**config.mk**
```make
export PLATFORM = sky130hd
export DESIGN_NAME = pwm_gen
export DESIGN_NICKNAME = d
export VERILOG_FILES = /design/src/rtl/pwm_prescaler.sv /design/src/rtl/pwm_period_cnt.sv /design/src/rtl/pwm_duty_hold.sv /design/src/rtl/pwm_gen.sv
export SDC_FILE = /design/constraint.sdc
export NUM_CORES = 1
export LEC_CHECK = 0
export CELL_PAD_IN_SITES_DETAIL_PLACEMENT = 1
export CELL_PAD_IN_SITES_GLOBAL_PLACEMENT = 1
export CORE_MARGIN = 5
export CORE_UTILIZATION = 39
export DETAILED_ROUTE_END_ITERATION = 6
export GPL_TIMING_DRIVEN = 0
export PLACE_DENSITY_LB_ADDON = 0.12
export SLEW_MARGIN = 10
export SYNTH_ARGS = -nofsm -noshare
export SYNTH_HDL_FRONTEND = slang
export SYNTH_SLANG_ARGS = --single-unit
```
**constraint.sdc**
```tcl
create_clock -name clk_i -period 1.5 [get_ports clk_i]
set_clock_uncertainty 0.05 [all_clocks]
set_input_delay 0.15 -clock clk_i [delete_from_list [all_inputs] [get_ports clk_i]]
set_output_delay 0.15 -clock clk_i [all_outputs]
set_load 0.01 [all_outputs]
```
**src/rtl/pwm_prescaler.sv**
```systemverilog
module pwm_prescaler #(
  parameter int unsigned CLK_DIV = 12
) (
  input  logic clk_i,
  input  logic rst_ni,
  output logic tick_o
);
  generate
    if (CLK_DIV <= 1) begin : g_nodiv
      assign tick_o = 1'b1;
    end else begin : g_div
      localparam int unsigned DW = $clog2(CLK_DIV);
      localparam logic [DW-1:0] LAST = DW'(CLK_DIV - 1);
      logic [DW-1:0] div_q;
      always_ff @(posedge clk_i or negedge rst_ni) begin
        if (!rst_ni)             div_q <= '0;
        else if (div_q == LAST)  div_q <= '0;
        else                     div_q <= div_q + 1'b1;
      end
      assign tick_o = (div_q == LAST);
    end
  endgenerate
endmodule

```
**src/rtl/pwm_period_cnt.sv**
```systemverilog
module pwm_period_cnt #(
  parameter int unsigned CNT_W = 7
) (
  input  logic             clk_i,
  input  logic             rst_ni,
  input  logic             tick_i,
  output logic [CNT_W-1:0] cnt_o,
  output logic             wrap_o
);
  logic [CNT_W-1:0] cnt_q;
  always_ff @(posedge clk_i or negedge rst_ni) begin
    if (!rst_ni)     cnt_q <= '0;
    else if (tick_i) cnt_q <= cnt_q + 1'b1;
  end
  assign cnt_o  = cnt_q;
  assign wrap_o = tick_i & (&cnt_q);
endmodule

```
**src/rtl/pwm_duty_hold.sv**
```systemverilog
module pwm_duty_hold #(
  parameter int unsigned CNT_W = 7,
  parameter int unsigned CMD_W = 8,
  localparam int unsigned DUTY_W = CNT_W + 1
) (
  input  logic              clk_i,
  input  logic              rst_ni,
  input  logic              load_i,
  input  logic [CMD_W-1:0]  cmd_i,
  output logic [DUTY_W-1:0] duty_o
);
  localparam int unsigned FULL = 2 ** CNT_W;
  logic [31:0]       cmd_u;
  logic [DUTY_W-1:0] sat_d, duty_q;

  assign cmd_u = 32'(cmd_i);
  assign sat_d = (cmd_u > FULL) ? DUTY_W'(FULL) : DUTY_W'(cmd_u);

  // only reload at period boundary
  always_ff @(posedge clk_i or negedge rst_ni) begin
    if (!rst_ni)     duty_q <= '0;
    else if (load_i) duty_q <= sat_d;
  end
  assign duty_o = duty_q;
endmodule

```
**src/rtl/pwm_gen.sv**
```systemverilog
module pwm_gen #(
  parameter int unsigned CLK_DIV = 12,
  parameter int unsigned CNT_W   = 7,
  parameter int unsigned CMD_W   = 8
) (
  input  logic             clk_i,
  input  logic             rst_ni,
  input  logic [CMD_W-1:0] duty_cmd_i,
  input  logic             neg_trig_i,
  output logic             pwm_o
);
  localparam int unsigned DUTY_W = CNT_W + 1;

  logic              tick;
  logic              wrap;
  logic [CNT_W-1:0]  cnt_q;
  logic [DUTY_W-1:0] duty_q;
  logic              pwm_q;

  pwm_prescaler #(.CLK_DIV(CLK_DIV)) u_pre (
    .clk_i(clk_i), .rst_ni(rst_ni), .tick_o(tick)
  );

  pwm_period_cnt #(.CNT_W(CNT_W)) u_cnt (
    .clk_i(clk_i), .rst_ni(rst_ni), .tick_i(tick), .cnt_o(cnt_q), .wrap_o(wrap)
  );

  pwm_duty_hold #(.CNT_W(CNT_W), .CMD_W(CMD_W)) u_duty (
    .clk_i(clk_i), .rst_ni(rst_ni), .load_i(wrap), .cmd_i(duty_cmd_i), .duty_o(duty_q)
  );

  always_ff @(posedge clk_i or negedge rst_ni) begin
    if (!rst_ni) pwm_q <= 1'b0;
    else         pwm_q <= ~neg_trig_i & ({1'b0, cnt_q} < duty_q);
  end
  assign pwm_o = pwm_q;
endmodule

```
==> flow_summary.ini, run 1 <==
[run_status]
status = completed

[yosys]
synth_xor_xnor_area_share = 0.0602
syn-instance-count = 84
netlist_area_sq_mm = 0.00102
ys_warn_count = 0
synth-compound-area-share = 0.0491
synth_mux_area_frac = 0.111
ys_ff_latch = 20
ys_seq_area_frac = 0.491
avgSynthCellArea_sq_um = 12.1
synth_cell_types = 26
yosys.area_share.simple = 0.154
syn_nets = 103
synthAdderAreaFrac = 0.0983
synth_top_family_by_area = simple AND/OR/NAND/NOR gates

[final_layout]
area_growth_pct = 29.1
nFillCells = 271
fin_nets = 131
drive_above_1_share = 0.225
diodes = 0
utilization = 0.531

[floorplan]
ios = 12
row_count = 18
initial_core_util = 0.411
die_area_sq_mm = 0.00373
die_h_microns = 61.1
die_x_microns = 61.1
core-area_sq_mm = 0.00248

[power]
switching_share = 0.216
p_int_w = 0.000747
p_switching_w = 0.000206
cellLeakagePower_nw = 0.693
finalPower_w = 0.000953
peakVddDrop_mv = 0.619
p_seq_frac = 0.583
combPwrFrac = 0.089
powerDensity_mw_per_mm2 = 725
clock_power_share = 0.328

[setup_path]
worst-path-buf-inv = 2
required_ps = 1680
cp.depth = 6
startpoint = u_pre.g_div.div_q[1]
endpoint = u_duty.duty_o[2]
rrSetupSlack_ps = 30
critPathLaunchType = flip-flop
crit_type = flip-flop to flip-flop
cp_max_fo = 5
crit_family = flip-flops
regToRegEndpoint = u_duty.duty_o[2]
max_stage_delay_ps = 430
arrival_ps = 1650
crit_chain = ha_4 > and3b_1 > buf_6 > nand4_4 > buf_4 > mux2i_1
crit_slowest_cell = dfrtp_1
r2r_cells = 6
r2r-start = u_pre.g_div.div_q[1]
cp-end-kind = flip-flop

[routing]
drt_wl_total_microns = 2070
vias = 708
drt_iter0_markers = 5
routed_via_density = 5.02
drt_pass1_iterations = 4
antenna_left = 0
drc = 0
wl_per_cell_microns = 14.7

[sta]
max_clock_freq_ghz = 0.680
timing.final.crit_share = 0.981
fin_crit_ps = 1470
finalSetupViolCount = 0
hold_viol = 0
relSlewSlack = 0.389
tightest_slew_ps = 913
slew_viol_final = 0
rsz0062_at_grt = yes
whs_ps = 300

[cts]
numCtsBuffers = 3
clk_path_buf_depth = 2
cts_tree = yes
clock_sinks = 20
cts_hold_buf = 0
clkSlewWorstSetupHoldPaths_ps = 110
htree_levels = 1
cts_root_buf = clkbuf_4
insertion_delay_ps = 300

[global_routing]
grt_start_max_net_pins = 21
grtUsageTotal = 0.130
grt_overflow = 0
grt_pass1_vias = 807
grt_antenna_before_repair = 0
grt_pass1_wl_microns = 3510

[place]
port-buffer-count = 11
place_hpwl_microns = 1470
routabilityCongestion = 0.657

[run]
drv_cap = 0

[worst_hold_path]
hp-class = primary input to async pin
==> synth_stat cells (all sizes together) <==
cell     number  area share
nor2b         2       0.012
nand4         2       0.027
xor2          1      0.0086
o31a          1      0.0086
nand2         3       0.011
a221oi        1      0.0086
mux2          4       0.052
nand2b        7       0.043
nor3b         1      0.0074
mux2i         6       0.059
o21a          1      0.0074
and2          1      0.0061
inv           7       0.026
xnor2         6       0.052
buf           1       0.011
nor2          3       0.011
a21o          2       0.016
a2111oi       1      0.0086
and3          2       0.012
nand3         3       0.015
ha            8       0.098
and3b         1      0.0086
dfrtp        20        0.49
==> timing repair <==
action,CTS,global route
pin swaps,2,1
setup buffers,7,5
resized for setup,1,2
endpoints found under the setup margin,9,11
==> layer usage <==
layer | vias up | GRT usage | routed length, microns
li1 | 339 | - | -
met1 | 358 | 0.141 | 864
met2 | 9 | 0.243 | 1110
met3 | 2 | 0.0440 | 78
met4 | 0 | 0.0279 | 16
met5 | - | 0 | 0
==> flip-flops by register name (all words and copies together), names as in the netlist <==
signal             count
u_duty.duty_o          8
u_cnt.cnt_o            7
u_pre.g_div.div_q      4
pwm_o                  1
==> how the worst min path moves through the flow <==
stage	startpoint	to	slack, ps	depth (start not counted)
3_5_place_dp	u_pre.g_div.div_q[0]	u_pre.g_div.div_q[0]	410	1
2_1_floorplan	rst_ni	pwm_o	-200	0
5_1_grt	duty_cmd_i[3]	u_duty.duty_o[3]	340	3
4_1_cts	rst_ni	u_pre.g_div.div_q[0]	320	1
3_3_place_gp	u_pre.g_div.div_q[0]	u_pre.g_div.div_q[0]	390	1
6_report	rst_ni	u_pre.g_div.div_q[0]	300	1
==> area by class of cell <==
type                    instances  area [sq um]  area share
plain buffers                   1          11.3     0.00856
inverters                       7          26.3      0.0200
flip-flops and latches         20           500       0.381
clock buffers                   4          36.3      0.0276
multi-input cells              56           499       0.380
repair buffers                 23           204       0.155
well taps                      30          37.5      0.0285
==> through the flow <==
stage / area [sq um] / worst slack, ps / cells / TNS, ps
finish: 1320 / 28.5 / 141 / 0
global route: 1320 / -30.2 / 141 / -105
CTS: 1260 / 0.0472 / 136 / 0
detailed placement: 1170 / -167 / 125 / -371
global placement: 1170 / -140 / 125 / -282
floorplan: 1020 / -6.27 / 84 / -12.5
==> cells by family (layout without fill, tap and decap cells) <==
| kind of cell | Yosys count | in the layout |
|---|---|---|
| xor+xnor | 7 | 7 |
| flops | 20 | 20 |
| fa+ha+maj | 8 | 8 |
| buf+inv | 8 | 35 |
| mux | 10 | 10 |
| simple gates | 25 | 25 |
| compound gates | 6 | 6 |
==> power by group through the flow <==
stage          Clock [W]  Sequential, W  Combinational (W)
3_3_place_gp           0       0.000567          0.0000817
4_1_cts         0.000331       0.000556          0.0000884
3_5_place_dp           0       0.000567          0.0000867
2_1_floorplan          0       0.000567          0.0000330
6_report        0.000312       0.000556          0.0000853
5_1_grt         0.000356       0.000557          0.0000967
==> layout by cell type, fill, tap and decap left out, types with 2 or more instances in the layout <==
master           instances
nand2b_1                 7
ha_1                     7
buf_4                   11
mux2_2                   2
and3_1                   2
nand2_1                  3
clkbuf_4                 3
mux2_4                   2
nor2_1                   3
xnor2_1                  6
nand3_1                  3
dfrtp_1                 20
buf_6                    2
clkdlybuf4s50_1         11
mux2i_1                  6
inv_1                    7
nor2b_1                  2
==> worst register-to-register path: stages (launching register included) <==
cell	delay (ps)
dfrtp_1	430
ha_4	180
and3b_1	170
buf_6	130
nand4_4	90
buf_4	160
mux2i_1	190
Power figures use the tool's default switching activity.
==> run 2: changes to the inputs <==
- CORE_MARGIN: 5 -> 3
==> run 2 against run 1 <==
The run now ends with setup timing left. Die area shrank 13%. Critical path depth decreased by 2. Critical path type unchanged. Clock power is 4% higher. Sequential power is essentially flat.
==> flow_summary.ini, run 2 (synthesized netlist as in run 1, its figures left out) <==
[run_status]
status = finished with violations
violations = setup timing

[sta]
tightest_slew_ps = 923
fin_crit_ps = 1520
slew_viol_final = 0
timing.final.crit_share = 1.01
tns_ps = -17.1
max_clock_freq_ghz = 0.659
whs_ps = 294
setup_ws_ps = -17.1
rsz0062_at_grt = yes
finalSetupViolCount = 1
relSlewSlack = 0.382
hold_viol = 0

[routing]
wl_met1_microns = 1020
wl_per_cell_microns = 16.3
drt_wl_total_microns = 2250
drt_pass1_iterations = 4
routed.top_layer = met4
route.met2.wl_microns = 1150
drt_iter0_markers = 1
wl_met3_microns = 56
antenna_left = 0
vias = 703
routed_via_density = 5.09
drc = 0

[global_routing]
grt_pass1_vias = 784
grtUsageTotal = 0.145
grt_overflow = 0
grt_pass1_wl_microns = 3600
grt_antenna_before_repair = 0
grt_start_max_net_pins = 21

[place]
routabilityCongestion = 0.702
numPlacedInstances = 123
dpl_cell_area_sq_mm = 0.00117
place_hpwl_microns = 1370
port-buffer-count = 11

[worst_hold_path]
hp-class = primary input to async pin

[power]
combPwrFrac = 0.095
switching_share = 0.228
clock_power_share = 0.333
p_switching_w = 0.000222
peakVddDrop_mv = 0.579
p_int_w = 0.000751
powerDensity_mw_per_mm2 = 736
p_seq_frac = 0.571
cellLeakagePower_nw = 0.683

[cts]
insertion_delay_ps = 310
cts_hold_buf = 0
numCtsBuffers = 3
cts_root_buf = clkbuf_4
clkSlewWorstSetupHoldPaths_ps = 120
cts_tree = yes
htree_levels = 1
clk_path_buf_depth = 2
clock_sinks = 20

[setup_path]
arrival_ps = 1660
max_stage_delay_ps = 460
rrSetupSlack_ps = -20
crit_chain = ha_1 > nor2b_2 > nand3_1 > o31a_1
crit_slowest_cell = dfrtp_2
critPathLaunchType = flip-flop
required_ps = 1650
crit_family = flip-flops
cp-end-kind = flip-flop
r2r_cells = 4
worst-path-buf-inv = 0
crit_type = flip-flop to flip-flop
cp_max_fo = 3
startpoint = u_cnt.cnt_o[6]
r2r-start = u_cnt.cnt_o[6]
regToRegEndpoint = pwm_o

[floorplan]
die_area_sq_mm = 0.00326
row_count = 17
initial_core_util = 0.435
ios = 12
core-area_sq_mm = 0.00234
die_x_microns = 57.1
die_h_microns = 57.1

[final_layout]
regArea_sq_um = 502
drive_above_1_share = 0.273
area_growth_pct = 29.9
fin_nets = 130
nFillCells = 254
final_common_cell = dfrtp_1
multi_input_area_sq_um = 515
stdcell_count = 138
largest_reg_flops = 8
final_cell_area_sq_mm = 0.00132
diodes = 0
layout_common_cells = dfrtp_1 (19), clkdlybuf4s50_1 (11), buf_4 (10), inv_1 (7), nand2b_1 (7)

[run]
drv_cap = 0
[run 2: worst max-delay path by stage]
| stage | depth (start not counted) | to | slack [ps] |
|---|---|---|---|
| final | 4 | pwm_o | -20 |
| after global routing | 4 | u_duty.duty_o[0] | -30 |
| after CTS | 5 | u_duty.duty_o[7] | -20 |
| after detailed placement | 5 | u_duty.duty_o[7] | -180 |
| after global placement | 5 | u_duty.duty_o[0] | -130 |
| after floorplan | 5 | u_duty.duty_o[0] | -6 |
[run 2: layout make-up]
cell class,count,share of cell area
tap,28,0.0265
sequential,20,0.379
timing repair buffer,23,0.157
multi-input combinational,56,0.390
inverter,7,0.0199
clock buffer,4,0.0274
[run 2: per-layer routing]
layer / global-route usage / vias to the layer above
li1: - / 339
met1: 0.190 / 349
met2: 0.238 / 10
met3: 0.0249 / 5
met4: 0.0596 / 0
met5: 0 / -
[run 2: timing repair]
action / 4_1_cts / 5_1_grt
resized for setup: 2 / 9
pin swaps: 1 / 2
setup buffers: 9 / 3
setup endpoints to repair: 9 / 8
[run 2: power groups by stage]
| stage | Sequential (W) | Clock, W | Combinational (W) |
|---|---|---|---|
| 2_1_floorplan | 0.000567 | 0 | 0.0000330 |
| 3_3_place_gp | 0.000566 | 0 | 0.0000813 |
| 3_5_place_dp | 0.000567 | 0 | 0.0000848 |
| 4_1_cts | 0.000556 | 0.000335 | 0.0000873 |
| 5_1_grt | 0.000558 | 0.000352 | 0.000102 |
| 6_report | 0.000556 | 0.000324 | 0.0000928 |
[run 2: metrics by stage]
step	worst slack (ps)	util	power [W]
floorplan	-6.27	-	0.000600
global placement	-129	0.498	0.000648
detailed placement	-180	0.498	0.000651
CTS	-20.2	0.546	0.000978
global route	-31.4	0.565	0.00101
finish	-17.1	0.565	0.000973
[run 2: worst register-to-register path, delay by kind of cell (launching register included)]
kind,cells,cell delay (ps)
AO/OA/AOI/OAI,1,310
adder cells (fa/ha/maj),1,280
flip-flops,1,460
AND/OR/NAND/NOR,2,300
